[config.mk]
export PLATFORM = sky130hd
export DESIGN_NAME = hiccup_ctrl
export DESIGN_NICKNAME = d
export VERILOG_FILES = /design/src/rtl/hiccup_pkg.sv /design/src/rtl/hiccup_wait_timer.sv /design/src/rtl/hiccup_ramp.sv /design/src/rtl/hiccup_fsm.sv /design/src/rtl/hiccup_phase_gate.sv /design/src/rtl/hiccup_ctrl.sv
export SDC_FILE = /design/constraint.sdc
export NUM_CORES = 1
export LEC_CHECK = 0
export BUFFER_PORTS_ARGS = -buffer_cell sky130_fd_sc_hd__clkbuf_2
export CAP_MARGIN = 20
export CORE_MARGIN = 2
export CORE_UTILIZATION = 55
export DETAILED_ROUTE_END_ITERATION = 7
export PLACE_DENSITY = 0.78
export SLEW_MARGIN = 5
export SYNTH_ARGS = -nofsm -noshare
export SYNTH_HDL_FRONTEND = slang
export SYNTH_SLANG_ARGS = --single-unit
[constraint.sdc]
create_clock -name clk -period 3.1 [get_ports clk]
set_clock_uncertainty 0.15 [all_clocks]
set_input_delay 0.62 -clock clk [delete_from_list [all_inputs] [get_ports clk]]
set_output_delay 0.62 -clock clk [all_outputs]
set_load 0.02 [all_outputs]
[src/rtl/hiccup_pkg.sv]
package hiccup_pkg;
    typedef enum logic [1:0] {
        ST_IDLE = 2'd0,
        ST_SOFT = 2'd1,
        ST_RUN  = 2'd2,
        ST_WAIT = 2'd3
    } hic_state_t;
endpackage

[src/rtl/hiccup_wait_timer.sv]
module hiccup_wait_timer #(
    parameter int WAIT_CYC = 2048
) (
    input  logic clk,
    input  logic rst_n,
    input  logic active,
    output logic done
);
    localparam int WW = (WAIT_CYC > 1) ? $clog2(WAIT_CYC) : 1;
    localparam logic [WW-1:0] LAST = WW'(WAIT_CYC - 1);

    logic [WW-1:0] cnt;

    always_ff @(posedge clk or negedge rst_n) begin
        if (!rst_n)
            cnt <= '0;
        else if (!active)
            cnt <= '0;
        else if (cnt != LAST)
            cnt <= cnt + 1'b1;
    end

    assign done = active && (cnt == LAST);
endmodule

[src/rtl/hiccup_ramp.sv]
module hiccup_ramp #(
    parameter int CODE_W   = 8,
    parameter int STEP_CYC = 16
) (
    input  logic              clk,
    input  logic              rst_n,
    input  logic              clear,
    input  logic              step_en,
    output logic [CODE_W-1:0] code,
    output logic              full
);
    localparam int SW = (STEP_CYC > 1) ? $clog2(STEP_CYC) : 1;
    localparam logic [SW-1:0] PRE_LAST = SW'(STEP_CYC - 1);

    logic [SW-1:0] pre;

    always_ff @(posedge clk or negedge rst_n) begin
        if (!rst_n) begin
            pre  <= '0;
            code <= '0;
        end else if (clear) begin
            pre  <= '0;
            code <= '0;
        end else if (step_en && !full) begin
            if (pre == PRE_LAST) begin
                pre  <= '0;
                code <= code + 1'b1;
            end else begin
                pre <= pre + 1'b1;
            end
        end
    end

    assign full = &code;
endmodule

[src/rtl/hiccup_fsm.sv]
module hiccup_fsm
    import hiccup_pkg::*;
#(
    parameter int RETRY_W = 4
) (
    input  logic               clk,
    input  logic               rst_n,
    input  logic               en,
    input  logic               oc_flag,
    input  logic               ramp_full,
    input  logic               wait_done,
    output hic_state_t         st,
    output hic_state_t         nxt,
    output logic               post_fault,
    output logic [RETRY_W-1:0] retry_cnt
);
    always_comb begin
        nxt = st;
        if (!en) begin
            nxt = ST_IDLE;
        end else begin
            unique case (st)
                ST_IDLE: nxt = ST_SOFT;
                ST_SOFT: nxt = oc_flag ? ST_WAIT : (ramp_full ? ST_RUN : ST_SOFT);
                ST_RUN:  nxt = oc_flag ? ST_WAIT : ST_RUN;
                ST_WAIT: nxt = wait_done ? ST_SOFT : ST_WAIT;
                default: nxt = ST_IDLE;
            endcase
        end
    end

    always_ff @(posedge clk or negedge rst_n) begin
        if (!rst_n)
            st <= ST_IDLE;
        else
            st <= nxt;
    end

    always_ff @(posedge clk or negedge rst_n) begin
        if (!rst_n) begin
            post_fault <= 1'b0;
            retry_cnt  <= '0;
        end else begin
            if (nxt == ST_WAIT)
                post_fault <= 1'b1;
            else if (nxt == ST_RUN || nxt == ST_IDLE)
                post_fault <= 1'b0;

            if (!en)
                retry_cnt <= '0;
            else if (st == ST_WAIT && nxt == ST_SOFT && !(&retry_cnt))
                retry_cnt <= retry_cnt + 1'b1;
        end
    end
endmodule

[src/rtl/hiccup_phase_gate.sv]
module hiccup_phase_gate #(
    parameter int NPH = 4
) (
    input  logic           drive,
    input  logic [NPH-1:0] req,
    output logic [NPH-1:0] out,
    output logic [NPH-1:0] oe
);
    for (genvar p = 0; p < NPH; p++) begin : g_phase
        assign oe[p]  = drive;
        assign out[p] = drive & req[p];
    end
endmodule

[src/rtl/hiccup_ctrl.sv]
module hiccup_ctrl
    import hiccup_pkg::*;
#(
    parameter int NPH      = 4,
    parameter int WAIT_CYC = 2048,
    parameter int CODE_W   = 8,
    parameter int STEP_CYC = 16,
    parameter int RETRY_W  = 4
) (
    input  logic               clk,
    input  logic               rst_n,
    input  logic               en,
    input  logic               oc_flag,
    input  logic [NPH-1:0]     pwm_req,
    output logic [NPH-1:0]     pwm_out,
    output logic [NPH-1:0]     pwm_oe,
    output logic [CODE_W-1:0]  ss_code,
    output logic               run_ok,
    output logic               hiccup_act,
    output logic [RETRY_W-1:0] retry_cnt
);
    hic_state_t st, nxt;
    logic post_fault, ramp_full, wait_done, drive;

    hiccup_fsm #(.RETRY_W(RETRY_W)) u_fsm (
        .clk(clk), .rst_n(rst_n), .en(en), .oc_flag(oc_flag),
        .ramp_full(ramp_full), .wait_done(wait_done),
        .st(st), .nxt(nxt), .post_fault(post_fault), .retry_cnt(retry_cnt)
    );

    hiccup_wait_timer #(.WAIT_CYC(WAIT_CYC)) u_wait (
        .clk(clk), .rst_n(rst_n), .active(st == ST_WAIT), .done(wait_done)
    );

    hiccup_ramp #(.CODE_W(CODE_W), .STEP_CYC(STEP_CYC)) u_ramp (
        .clk(clk), .rst_n(rst_n),
        .clear(nxt == ST_WAIT || nxt == ST_IDLE),
        .step_en(st == ST_SOFT),
        .code(ss_code), .full(ramp_full)
    );

    always_comb begin
        drive      = 1'b0;
        run_ok     = 1'b0;
        hiccup_act = 1'b0;
        unique case (st)
            ST_IDLE: ;
            ST_SOFT: begin
                drive      = en && !oc_flag;
                hiccup_act = post_fault;
            end
            ST_RUN: begin
                drive  = en && !oc_flag;
                run_ok = 1'b1;
            end
            ST_WAIT: hiccup_act = 1'b1;
            default: ;
        endcase
    end

    hiccup_phase_gate #(.NPH(NPH)) u_gate (
        .drive(drive), .req(pwm_req), .out(pwm_out), .oe(pwm_oe)
    );
endmodule

==> summary.md <==
| Metric | Value |
|---|---|
| Gate count after technology mapping | about 180 |
| Capturing point of the worst reg2reg path | u_fsm.retry_cnt[3]$_DFFE_PN0P_ |
| Clock insertion delay at the later pin of the skew report | 0.33 ns |
| Worst setup path startpoint | u_fsm.st[0]$_DFF_PN0_ |
| Share of Yosys cell area claimed by the top area cell type | between 40 and 50% |
| Effective utilization at floorplan | between 50% and 60% |
| Via/cell ratio | between 5 and 6 |
| Number of levels in the clock H-tree | 2 |
| Count of state elements after synthesis | 30 |
| Relative slew slack | between 40% and 50% |
| Die area | 0.00359 sq mm |
| Crit path DAT | ~2.0 ns |
| Smallest setup slack after layout | about 0.31 ns |
| Reg clk slew, reported paths | around 0.090 ns |
| CTS Root Cell | clkbuf_4 |
| Slew of the pin with the lowest slew margin | roughly 0.75 ns |
| Commonest cells after routing, fill and taps aside | dfrtp_1 (30), clkbuf_2 (29), nor2_1 (21) |
| Detailed router's first-iteration violation count | 55 |
| Quantity of I/O buffers inserted on ports | 29 |
| Row Count | 20 |
| Share of cells above drive strength 1 | roughly a fifth |
| Maximum ir drop on the vdd rail | roughly 0.26 mV |
| Worst setup path class | flop to primary output |
| Cell area after synthesis | between 0.0015 and 0.002 sq mm |
| Core Footprint | around 0.003 sq mm |
| Number of hold violations in the final report | 0 |
| Crit path cell chain | inv_1 > ha_1 > nor3b_1 > and2_1 > clkbuf_2 |
| Tcrit/Tclk final | roughly nine tenths |
| Number of maximum-capacitance violations | 0 |
| Count of unresolved DRC violations after routing | 0 |
| Post-CTS Setup Inserts | 0 |
| TritonCTS buffer count | 5 |
| Dominant cells by area after synthesis | dfrtp_1 (44%), ha_1 (7.3%), nor2_1 (4.6%) |
| RSZ-0062 raised after global routing | no |
| Post-detailed-placement half-perimeter wirelength | about 2600 um |
| Number of global-route vias before repair | roughly 1400 |
| Via count of the routed design | 1395 |
| Horizontal extent of the die | between 50 and 60 um |
| Launch instance of the worst register-to-register path | u_wait.cnt[0]$_DFFE_PN0P_ |
| Clock sink count | 30 |
| Critical Path Source Type | flop |
| Sequential element share of the synthesized area | 43.6% |
| Worst stage delay on the critical path | 0.56 ns |
| Achievable Freq | ~360 MHz |
| Final min period | ~2.8 ns |
| Post-synthesis cell type with the largest combined area | dfrtp_1 |
| Leading cell type in the layout, fill and taps excluded | dfrtp_1 |
| Clock tree from TritonCTS | yes |
| Wire length of the first global-routing pass | between 6000 and 7000 um |
| Hold-fix buffers, CTS | 0 |
| Synth unique cells | 40 |
| Remaining antenna violation count after routing | 0 |
| Required time reported for the critical path endpoint | 2.33 ns |
| Tightest Hold Check Type | input pin to async pin |
| Buffers and inverters on the worst path | 2 |
| Largest delay share family, worst path | simple AND/OR/NAND/NOR gates |
| Final weighted congestion in routability-driven placement | approximately 0.71 |
| IO Pins | 30 |
| Cell with the largest stage delay on the worst path | nor3b_1 |
| Gr usage total | a little under a quarter |
| Per-instance average area after synthesis | between 9 and 10 sq um |
| Number of antenna diodes | 0 |
| Setup Total Neg Slack | 0 ns |
| Setup slack of the most critical reg-to-reg path | 0.37 ns |
| Resized cells post-CTS | 0 |
| Aggregate global routing overflow | 0 |
| Type of destination of the critical path | primary output |
| Net count of the finished layout | 222 |
| Register-to-Register Path Depth | 10 |
| Synth warnings | 0 |
| Largest driver fanout on the critical path | 8 |
| P per Cell Area | about 360 mW/mm^2 |
| Mapped Nets | around 190 |
| Total count of max-transition violations in the final report | 0 |
| CTS max path bufs | 2 |
| Antenna violations before repair | 0 |
| Area Overhead vs Synth | 10.1% |
| Result of the run | completed |
| Number of search-and-repair iterations in the first detailed-routing pass | 5 |
| Count of final setup violators | 0 |
| WL per Instance | around 15 um |
| Total leakage power | between 0.8 and 0.9 nW |
| Maximum number of pins on one net before global-route repair | 31 |
| Post-placement setup slack | about 0.4 ns |
| Routed WL | ~3600 um |
| Die Y-Extent | 59.9 um |
-- cells in the mapped netlist --
cell,n
dfrtp_1,30
nor2_1,21
nand2_1,16
a21oi_1,11
ha_1,10
o21ai_0,6
xnor2_1,6
and2_1,5
buf_4,5
inv_1,5
nand3_1,5
a31oi_1,4
and3_1,4
mux2i_1,4
o211ai_1,4
xor2_1,4
a311oi_1,3
nand4_1,3
nor3_1,3
or3_1,3
a211oi_1,2
a311o_1,2
and4_1,2
o21ai_2,2
a2111oi_4,1
a21boi_0,1
a31o_2,1
a41oi_1,1
and4_4,1
buf_2,1
buf_6,1
clkbuf_1,1
clkinv_1,1
mux2_2,1
nand3_2,1
nand4_2,1
nor2b_1,1
nor3b_1,1
nor4b_1,1
o31ai_1,1
-- how the worst max path moves through the flow --
| stage | to | slack [ns] | cells past startpoint |
|---|---|---|---|
| floorplan | u_ramp.code[0]$_DFFE_PN0P_ | 0.74 | 9 |
| global placement | u_fsm.retry_cnt[3]$_DFFE_PN0P_ | 0.65 | 10 |
| detailed placement | u_fsm.retry_cnt[3]$_DFFE_PN0P_ | 0.40 | 10 |
| CTS | pwm_out[3] | 0.31 | 5 |
| global route | u_fsm.retry_cnt[3]$_DFFE_PN0P_ | 0.14 | 10 |
| finish | pwm_out[3] | 0.31 | 5 |
-- where the power goes --
| group | total [mW] | switching (mW) | internal [mW] | leakage (nW) |
|---|---|---|---|---|
| clock | 0.215 | 0.129 | 0.0854 | 0.0254 |
| combinational | 0.0727 | 0.0486 | 0.0242 | 0.427 |
| sequential | 0.403 | 0.00635 | 0.397 | 0.416 |
-- cell families (layout without fill, tap and decap cells) --
logic type,after synthesis,in the layout,synth area share (%)
and+or+nand+nor,68,68,20.1
AOI/OAI and AO/OA,39,39,16.2
DFF,30,30,43.6
buffers and inverters,14,42,4.65
adders and majority gates,10,10,7.27
xor gates and xnor gates,10,10,5.09
muxes,5,5,2.98
-- sequential cells by signal (all words and copies together), names as in the netlist --
signal	count
u_wait.cnt	11
u_ramp.pre	4
u_fsm.post_fault	1
u_fsm.st	2
u_ramp.code	8
u_fsm.retry_cnt	4
-- per-stage QoR --
step | utilization, % | total power [mW] | cell area, sq um | std cells | hold slack [ns]
floorplan | - | 0.461 | 1720 | 176 | 0.174
global placement | 61.6 | 0.480 | 1850 | 230 | 0.339
detailed placement | 61.6 | 0.484 | 1850 | 230 | 0.361
CTS | 63.1 | 0.698 | 1890 | 237 | 0.199
global route | 63.1 | 0.715 | 1890 | 237 | 0.231
finish | 63.1 | 0.690 | 1890 | 237 | 0.192
-- final cells by class --
class | instances | area (sq um)
Sequential cell | 30 | 751
Inverter | 6 | 22.5
Clock buffer | 7 | 45.0
Fill cell | 255 | 1110
Timing Repair Buffer | 29 | 145
Tap cell | 33 | 41.3
Multi-Input combinational cell | 132 | 890
-- worst register-to-register path: cells and delay by family (launching register included) --
family,cells,cell delay [ns]
simple gates,6,1.27
xor+xnor,1,0.16
flops,1,0.42
compound gates,1,0.20
fa+ha+maj,2,0.43
-- layer usage --
layer	part of all wire, %	vias to the layer above	track usage (%)
met3	4.4	10	5.84
met5	0	-	0
met1	42	662	26.4
li1	-	689	-
met4	2.7	0	13.0
met2	51	34	38.8
No activity file was read; power rests on OpenSTA's default activity.
